## config.mk

```make
export PLATFORM = sky130hd
export DESIGN_NAME = wdog_timer
export DESIGN_NICKNAME = d
export VERILOG_FILES = /design/src/rtl/wdog_pkg.sv /design/src/rtl/wdog_tick_src.sv /design/src/rtl/wdog_clear_fsm.sv /design/src/rtl/wdog_chain.sv /design/src/rtl/wdog_timer.sv
export SDC_FILE = /design/constraint.sdc
export NUM_CORES = 1
export LEC_CHECK = 0
export BUFFER_PORTS_ARGS = -buffer_cell sky130_fd_sc_hd__buf_2
export CAP_MARGIN = 20
export CORE_UTILIZATION = 49
export CTS_CLUSTER_SIZE = 40
export DETAILED_ROUTE_END_ITERATION = 8
export GPL_TIMING_DRIVEN = 0
export PLACE_DENSITY_LB_ADDON = 0.25
export SLEW_MARGIN = 20
export SYNTH_ARGS = -nofsm -noshare
export SYNTH_HDL_FRONTEND = slang
export SYNTH_SLANG_ARGS = --single-unit
```

## constraint.sdc

```tcl
create_clock -name clk -period 1.75 [get_ports clk]
set_input_delay 0.525 -clock clk [delete_from_list [all_inputs] [get_ports clk]]
set_output_delay 0.525 -clock clk [all_outputs]
set_load 0.02 [all_outputs]
```

## src/rtl/wdog_pkg.sv

```systemverilog
package wdog_pkg;

    localparam int PRE_BITS = 7;

    typedef enum logic [1:0] {
        PAIR_NONE  = 2'd0,
        PAIR_HAVE1 = 2'd1,
        PAIR_HAVE2 = 2'd2
    } pair_state_e;

    // Select code to prescaler terminal mask (ratio - 1).
    function automatic logic [PRE_BITS-1:0] ratio_mask(input logic [2:0] sel);
        logic [PRE_BITS-1:0] m;
        unique case (sel)
            3'b000:  m = 7'd127;
            3'b001:  m = 7'd15;
            3'b010:  m = 7'd31;
            3'b011:  m = 7'd63;
            3'b100:  m = 7'd0;
            3'b101:  m = 7'd1;
            3'b110:  m = 7'd3;
            default: m = 7'd7;
        endcase
        return m;
    endfunction

endpackage

```

## src/rtl/wdog_tick_src.sv

```systemverilog
module wdog_tick_src #(
    parameter int INSTR_DIV = 4
) (
    input  logic clk,
    input  logic rst_n,
    input  logic use_osc,
    input  logic osc_tick,
    input  logic core_asleep,
    output logic tick
);
    localparam int DIV_W = (INSTR_DIV > 2) ? $clog2(INSTR_DIV) : 1;
    localparam logic [DIV_W-1:0] DIV_LAST = DIV_W'(INSTR_DIV - 1);

    logic [DIV_W-1:0] div_q;
    logic             instr_tick;

    // Instruction-clock phase counter; frozen while the core sleeps.
    always_ff @(posedge clk or negedge rst_n) begin
        if (!rst_n) begin
            div_q <= '0;
        end else if (!core_asleep) begin
            div_q <= (div_q == DIV_LAST) ? '0 : div_q + 1'b1;
        end
    end

    always_comb begin
        instr_tick = !core_asleep && (div_q == DIV_LAST);
        tick       = use_osc ? osc_tick : instr_tick;
    end

    generate
        if (INSTR_DIV > 1) begin : g_chk
            // instruction ticks never fall on adjacent cycles
            assert_instr_spacing_R3: assert property (@(posedge clk) disable iff (!rst_n)
                (!use_osc && tick) |=> !tick);
        end
    endgenerate

endmodule

```

## src/rtl/wdog_clear_fsm.sv

```systemverilog
module wdog_clear_fsm
    import wdog_pkg::*;
(
    input  logic clk,
    input  logic rst_n,
    input  logic enable,
    input  logic pair_mode,
    input  logic halt_req,
    input  logic cmd_clr,
    input  logic cmd_clr1,
    input  logic cmd_clr2,
    output logic sw_clear
);
    pair_state_e state_q, state_d;

    // State register
    always_ff @(posedge clk or negedge rst_n) begin
        if (!rst_n) begin
            state_q <= PAIR_NONE;
        end else begin
            state_q <= state_d;
        end
    end

    // Next state
    always_comb begin
        state_d = state_q;
        if (!enable || !pair_mode || halt_req) begin
            state_d = PAIR_NONE;
        end else begin
            unique case (state_q)
                PAIR_NONE: begin
                    if (cmd_clr1 && cmd_clr2) state_d = PAIR_NONE;
                    else if (cmd_clr1)        state_d = PAIR_HAVE1;
                    else if (cmd_clr2)        state_d = PAIR_HAVE2;
                end
                PAIR_HAVE1: if (cmd_clr2) state_d = PAIR_NONE;
                PAIR_HAVE2: if (cmd_clr1) state_d = PAIR_NONE;
                default:    state_d = PAIR_NONE;
            endcase
        end
    end

    // Outputs
    always_comb begin
        sw_clear = 1'b0;
        if (enable) begin
            if (!pair_mode) begin
                sw_clear = cmd_clr;
            end else begin
                unique case (state_q)
                    PAIR_NONE:  sw_clear = cmd_clr1 && cmd_clr2;
                    PAIR_HAVE1: sw_clear = cmd_clr2;
                    PAIR_HAVE2: sw_clear = cmd_clr1;
                    default:    sw_clear = 1'b0;
                endcase
            end
        end
    end

    // completing the pair returns to NONE
    assert_pair_done_R8: assert property (@(posedge clk) disable iff (!rst_n)
        (enable && pair_mode && !halt_req && state_q == PAIR_HAVE1 && cmd_clr2)
            |=> state_q == PAIR_NONE);
    // a repeated clear-1 keeps the armed state and does not clear
    assert_pair_repeat_R8: assert property (@(posedge clk) disable iff (!rst_n)
        (enable && pair_mode && !halt_req && state_q == PAIR_HAVE1 && cmd_clr1 && !cmd_clr2)
            |=> state_q == PAIR_HAVE1);
    // single mode never holds an armed state
    assert_single_idle_R7: assert property (@(posedge clk) disable iff (!rst_n)
        !pair_mode |=> state_q == PAIR_NONE);
    // halt drops any half-armed pair
    assert_halt_disarm_R6: assert property (@(posedge clk) disable iff (!rst_n)
        halt_req |=> state_q == PAIR_NONE);

endmodule

```

## src/rtl/wdog_chain.sv

```systemverilog
module wdog_chain #(
    parameter int BASE_BITS = 8,
    parameter int PRE_BITS  = 7
) (
    input  logic                clk,
    input  logic                rst_n,
    input  logic                clear,
    input  logic                tick,
    input  logic [PRE_BITS-1:0] mask,
    output logic                wrap
);
    localparam logic [BASE_BITS-1:0] BASE_LAST = '1;

    logic [BASE_BITS-1:0] base_q;
    logic [PRE_BITS-1:0]  pre_q;
    logic                 wrap_q;
    logic                 base_end;
    logic                 pre_end;

    always_comb begin
        base_end = (base_q == BASE_LAST);
        pre_end  = ((pre_q & mask) == mask);
    end

    always_ff @(posedge clk or negedge rst_n) begin
        if (!rst_n) begin
            base_q <= '0;
            pre_q  <= '0;
            wrap_q <= 1'b0;
        end else if (clear) begin
            base_q <= '0;
            pre_q  <= '0;
            wrap_q <= 1'b0;
        end else begin
            wrap_q <= tick && base_end && pre_end;
            if (tick) begin
                base_q <= base_q + 1'b1;
                if (base_end) begin
                    pre_q <= pre_end ? '0 : ((pre_q + 1'b1) & mask);
                end
            end
        end
    end

    assign wrap = wrap_q;

    // any clear leaves both stages at zero
    assert_clear_zero_R6: assert property (@(posedge clk) disable iff (!rst_n)
        clear |=> (base_q == '0 && pre_q == '0));
    // a wrap pulse coincides with a fresh chain
    assert_wrap_restart_R10: assert property (@(posedge clk) disable iff (!rst_n)
        wrap_q |-> (base_q == '0 && pre_q == '0));
    // single-cycle pulse
    assert_pulse_single_R10: assert property (@(posedge clk) disable iff (!rst_n)
        wrap_q |=> !wrap_q);
    // no tick, no clear means the count holds
    assert_hold_R9: assert property (@(posedge clk) disable iff (!rst_n)
        (!clear && !tick) |=> ($stable(base_q) && $stable(pre_q)));

endmodule

```

## src/rtl/wdog_timer.sv

```systemverilog
module wdog_timer
    import wdog_pkg::*;
#(
    parameter int INSTR_DIV = 4,
    parameter int BASE_BITS = 8
) (
    input  logic       clk,
    input  logic       rst_n,
    input  logic       cfg_enable,
    input  logic       cfg_use_osc,
    input  logic       cfg_pair_mode,
    input  logic       osc_tick,
    input  logic       core_asleep,
    input  logic       halt_req,
    input  logic       cmd_clr,
    input  logic       cmd_clr1,
    input  logic       cmd_clr2,
    input  logic       ctl_wr,
    input  logic [7:0] ctl_wdata,
    output logic [7:0] ctl_rdata,
    output logic       timeout
);
    logic [7:0]          ctl_q;
    logic                raw_tick;
    logic                sw_clear;
    logic                chain_clear;
    logic                chain_tick;
    logic [PRE_BITS-1:0] pre_mask;

    // Control register: bits 2:0 select, bits 7:3 user flags
    always_ff @(posedge clk or negedge rst_n) begin
        if (!rst_n) begin
            ctl_q <= 8'h00;
        end else if (ctl_wr) begin
            ctl_q <= ctl_wdata;
        end
    end

    always_comb begin
        pre_mask    = ratio_mask(ctl_q[2:0]);
        chain_clear = !cfg_enable || halt_req || sw_clear;
        chain_tick  = cfg_enable && raw_tick;
        ctl_rdata   = ctl_q;
    end

    wdog_tick_src #(.INSTR_DIV(INSTR_DIV)) u_tick (
        .clk        (clk),
        .rst_n      (rst_n),
        .use_osc    (cfg_use_osc),
        .osc_tick   (osc_tick),
        .core_asleep(core_asleep),
        .tick       (raw_tick)
    );

    wdog_clear_fsm u_fsm (
        .clk      (clk),
        .rst_n    (rst_n),
        .enable   (cfg_enable),
        .pair_mode(cfg_pair_mode),
        .halt_req (halt_req),
        .cmd_clr  (cmd_clr),
        .cmd_clr1 (cmd_clr1),
        .cmd_clr2 (cmd_clr2),
        .sw_clear (sw_clear)
    );

    wdog_chain #(.BASE_BITS(BASE_BITS), .PRE_BITS(PRE_BITS)) u_chain (
        .clk  (clk),
        .rst_n(rst_n),
        .clear(chain_clear),
        .tick (chain_tick),
        .mask (pre_mask),
        .wrap (timeout)
    );

    // a disabled watchdog stays silent
    assert_disabled_quiet_R4: assert property (@(posedge clk) disable iff (!rst_n)
        !cfg_enable |=> !timeout);
    // the register changes only on a write
    assert_ctl_hold_R2: assert property (@(posedge clk) disable iff (!rst_n)
        !ctl_wr |=> $stable(ctl_rdata));
    // a halt never lets a pulse through on the next cycle
    assert_halt_no_pulse_R6: assert property (@(posedge clk) disable iff (!rst_n)
        halt_req |=> !timeout);

endmodule

```

==> impl_metrics.yaml <==
cells_and_area:
  syn_to_final_growth_pct: 20.1
  final_util_pct: 63.8
  antenna_cells: 0
  drive_gt1_share_pct: 36.8
  layout.nets: 206
die:
  initial_utilization_pct: 53.1
  die_h_microns: 57.6
  core_area_sq_um: 2850
  die_width_microns: 57.6
  rows: 19
  boundaryPins: 29
  dieArea_sq_um: 3320
power:
  clockPowerShare_pct: 23.2
  p_int_mw: 0.971
  p_sw_share_pct: 27.3
  p_per_area_nw_per_um2: 734
  power.total_mw: 1.34
  p_leak_nw: 0.793
  pwr-share-seq_pct: 54.9
  peakVddDrop_mv: 0.432
  combPwrFrac_pct: 21.9
  p_switching_mw: 0.365
global_routing:
  grt_pass1_vias: 1254
  track_usage_pct: 21.4
  grt_pass1_wl_microns: 5490
  grt_max_degree: 29
  grt.overflow.total: 0
  antenna_found_initial: 0
yosys:
  synth_top_family_by_area: "simple AND/OR/NAND/NOR gates"
  syn_inst: 144
  avgSynthCellArea_sq_um: 10.5
  synth_xor_area_share_pct: 4.62
  synth-seq-cells: 28
  ys_seq_area_share_pct: 46.2
  netlist-cell-type-count: 44
  syn_nets: 167
  netlist_area_sq_um: 1520
  synthAdderAreaFrac_pct: 2.48
  synthSimpleGateAreaFrac_pct: 24.0
  yosys_warnings: 0
  synthMuxAreaShare_pct: 7.27
  synth_compound_area_share_pct: 13.2
sta:
  finalSetupViolCount: 0
  maxSlewHeadroom_pct: 58.9
  fin_skew_ns: 0.00309
  tightest_slew_ns: 0.616
  post-route-period-util_pct: 98.2
  clock.fmax_mhz: 582
  final.min_clock_period_ns: 1.72
  hold_viol: 0
  grt_setup_unrepaired: "true"
  slew_violations: 0
worst_setup_path:
  critical_path.max_stage_delay_ns: 0.45
  crit_fanout: 3
  ff2ff_path_depth: 6
  start_kind: "flip-flop"
  end_kind: "flip-flop"
  r2r_setup_slack_ns: 0.03
  worstPathRequired_ns: 2.01
  crit_cells: 6
  cp.arrival_ns: 1.98
  crit_buf_inv: 0
  cpLargestDelayFamily: "simple AND/OR/NAND/NOR gates"
  crit_type: "reg -> reg"
  crit_chain: "ha_4 > nand4bb_4 > a21oi_4 > nand4_1 > or4_4 > a21oi_2"
  critPathSlowestCell: "or4_4"
  reg2reg_from: "u_tick.div_q[0]$_DFFE_PN0N_"
  r2r_end: "u_chain.pre_q[6]$_DFFE_PN0P_"
detailed_routing:
  postRouteAntennaNets: 0
  vias_per_cell: 5.86
  drtIter0Drc: 64
  route.vias.total: 1249
  route.detailed.drc: 2
  first_pass_iters: 6
  wl_microns: 3260
  post_drt_wl_per_cell_microns: 15.3
placement:
  port-buffer-count: 27
  gp_congestion: 0.822
  dpl.hpwl_microns: 2290
run_status:
  status: "complete, but fails checks"
  violations: "design-rule violations"
clocking:
  postCtsHoldBufs: 0
  htreeDepth: 1
  clock-sinks: 28
  cts-root-buf: "clkbuf_4"
  clockBufferDepth: 2
  clkTransAtPathRegs_ns: 0.14
  clock_latency_ns: 0.32
  cts_tree: "yes"
  cts_buffers: 3
min_path:
  hp-class: "in -> async"
job:
  cap_violations: 0
-- kinds of logic (layout without fill, tap and decap cells) --
group / after synthesis / in the layout
buffers and inverters: 6 / 44
multiplexers: 10 / 10
XOR/XNOR: 8 / 8
flip-flops: 28 / 28
adder cells (fa/ha/maj): 3 / 3
AND/OR/NAND/NOR: 62 / 62
AO/OA/AOI/OAI: 27 / 27
-- repair_timing --
action,CTS,global route
pin swaps,4,3
buffers inserted,3,4
setup endpoints to repair,2,14
resized for setup,3,10
-- layer usage --
| metal | track usage (%) | vias to the layer above | wire length, microns | share of wire (%) |
|---|---|---|---|---|
| li1 | - | 601 | - | - |
| met1 | 26.4 | 626 | 1370 | 42 |
| met2 | 38.9 | 18 | 1800 | 55 |
| met3 | 2.23 | 4 | 70 | 2.1 |
| met4 | 7.67 | 0 | 26 | 0.80 |
| met5 | 0 | - | 0 | 0 |
-- state kept, by name, indices dropped and copies added (netlist names) --
name            cells
u_chain.base_q      8
u_fsm.state_q       2
ctl_rdata           8
u_chain.wrap        1
u_tick.div_q        2
u_chain.pre_q       7
-- cell usage in the layout, fill, tap and decap left out, types with 3 or more instances in the layout --
master | netlist | routed
o211ai_1 | 3 | 3
nand2_1 | 14 | 14
and4_1 | 3 | 3
nand3_1 | 5 | 5
clkbuf_4 | 0 | 3
nor3_1 | 3 | 3
mux2_2 | 8 | 8
nand4_1 | 5 | 5
dfrtp_1 | 28 | 25
nor2_1 | 11 | 11
a21oi_2 | 1 | 3
xor2_1 | 4 | 4
xnor2_1 | 4 | 4
a21oi_1 | 7 | 5
dfrtp_2 | 0 | 3
and2_1 | 3 | 3
buf_4 | 0 | 7
inv_1 | 3 | 3
and3_1 | 3 | 3
buf_2 | 0 | 27
-- cell usage after synthesis, drive strengths merged --
master,number,area (sq um)
nor2b,2,12.5
nor3,3,15.0
nor2,11,41.3
o2111ai,1,8.76
o32a,1,11.3
nand4b,1,8.76
a21o,2,15.0
xnor2,4,35.0
and4,3,26.3
nand4bb,1,27.5
o211ai,4,35.0
xor2,4,35.0
ha,3,37.5
a2111o,1,11.3
a211oi,3,22.5
and3,3,18.8
and2,3,18.8
and2b,2,16.3
or3,1,6.26
a21oi,9,60.1
clkbuf,3,21.3
nor3b,1,12.5
mux2i,2,20.0
or4,1,7.51
o31ai,1,7.51
mux2,8,90.1
nand2,14,52.6
inv,3,11.3
o31a,1,8.76
or2,1,6.26
dfrtp,28,701
nand3,6,35.0
o21ai,4,20.0
nand2b,1,6.26
nand4,5,31.3
and3b,1,8.76
nor4,2,12.5
-- power groups by stage --
stage,clock (mW),sequential [mW],combinational (mW)
CTS,0.319,0.728,0.268
global placement,0,0.729,0.224
floorplan,0,0.750,0.133
detailed placement,0,0.733,0.236
global route,0.344,0.738,0.327
finish,0.310,0.733,0.293
-- how the worst max path moves through the flow --
stage | startpoint | end | slack (ns)
global placement | cfg_use_osc | u_chain.pre_q[6]$_DFFE_PN0P_ | -0.19
detailed placement | cfg_use_osc | u_chain.pre_q[6]$_DFFE_PN0P_ | -0.21
finish | u_tick.div_q[0]$_DFFE_PN0N_ | u_chain.pre_q[6]$_DFFE_PN0P_ | 0.03
CTS | u_tick.div_q[0]$_DFFE_PN0N_ | u_chain.pre_q[2]$_DFFE_PN0P_ | 0.01
floorplan | cfg_use_osc | u_chain.pre_q[2]$_DFFE_PN0P_ | 0.04
global route | u_tick.div_q[0]$_DFFE_PN0N_ | u_chain.pre_q[2]$_DFFE_PN0P_ | -0.06
-- worst reg2reg max path, delay by kind of cell, from the launching register on --
| family | cells | cell delay, ns |
|---|---|---|
| AND/OR/NAND/NOR | 3 | 0.74 |
| AO/OA/AOI/OAI | 2 | 0.32 |
| flip-flops | 1 | 0.43 |
| adder cells (fa/ha/maj) | 1 | 0.17 |
-- final cells by class --
type | count | area, sq um
Inverter | 3 | 11.3
Sequential cell | 28 | 704
Buffer | 3 | 22.5
Tap cell | 31 | 38.8
Multi-Input combinational cell | 110 | 818
Fill cell | 242 | 1030
Timing Repair Buffer | 34 | 188
Clock buffer | 4 | 36.3
-- stage by stage --
step / std cells / worst slack [ns] / cell area, sq um / setup TNS, ns / hold WS [ns]
4_1_cts: 209 / 0.0135 / 1760 / 0 / 0.206
2_1_floorplan: 144 / 0.0397 / 1520 / 0 / 0.229
3_3_place_gp: 202 / -0.186 / 1690 / -0.833 / 0.445
3_5_place_dp: 202 / -0.213 / 1690 / -1.95 / 0.463
6_report: 213 / 0.0310 / 1820 / 0 / 0.189
5_1_grt: 213 / -0.0639 / 1820 / -0.109 / 0.214
No activity file was read; power rests on OpenSTA's default activity.
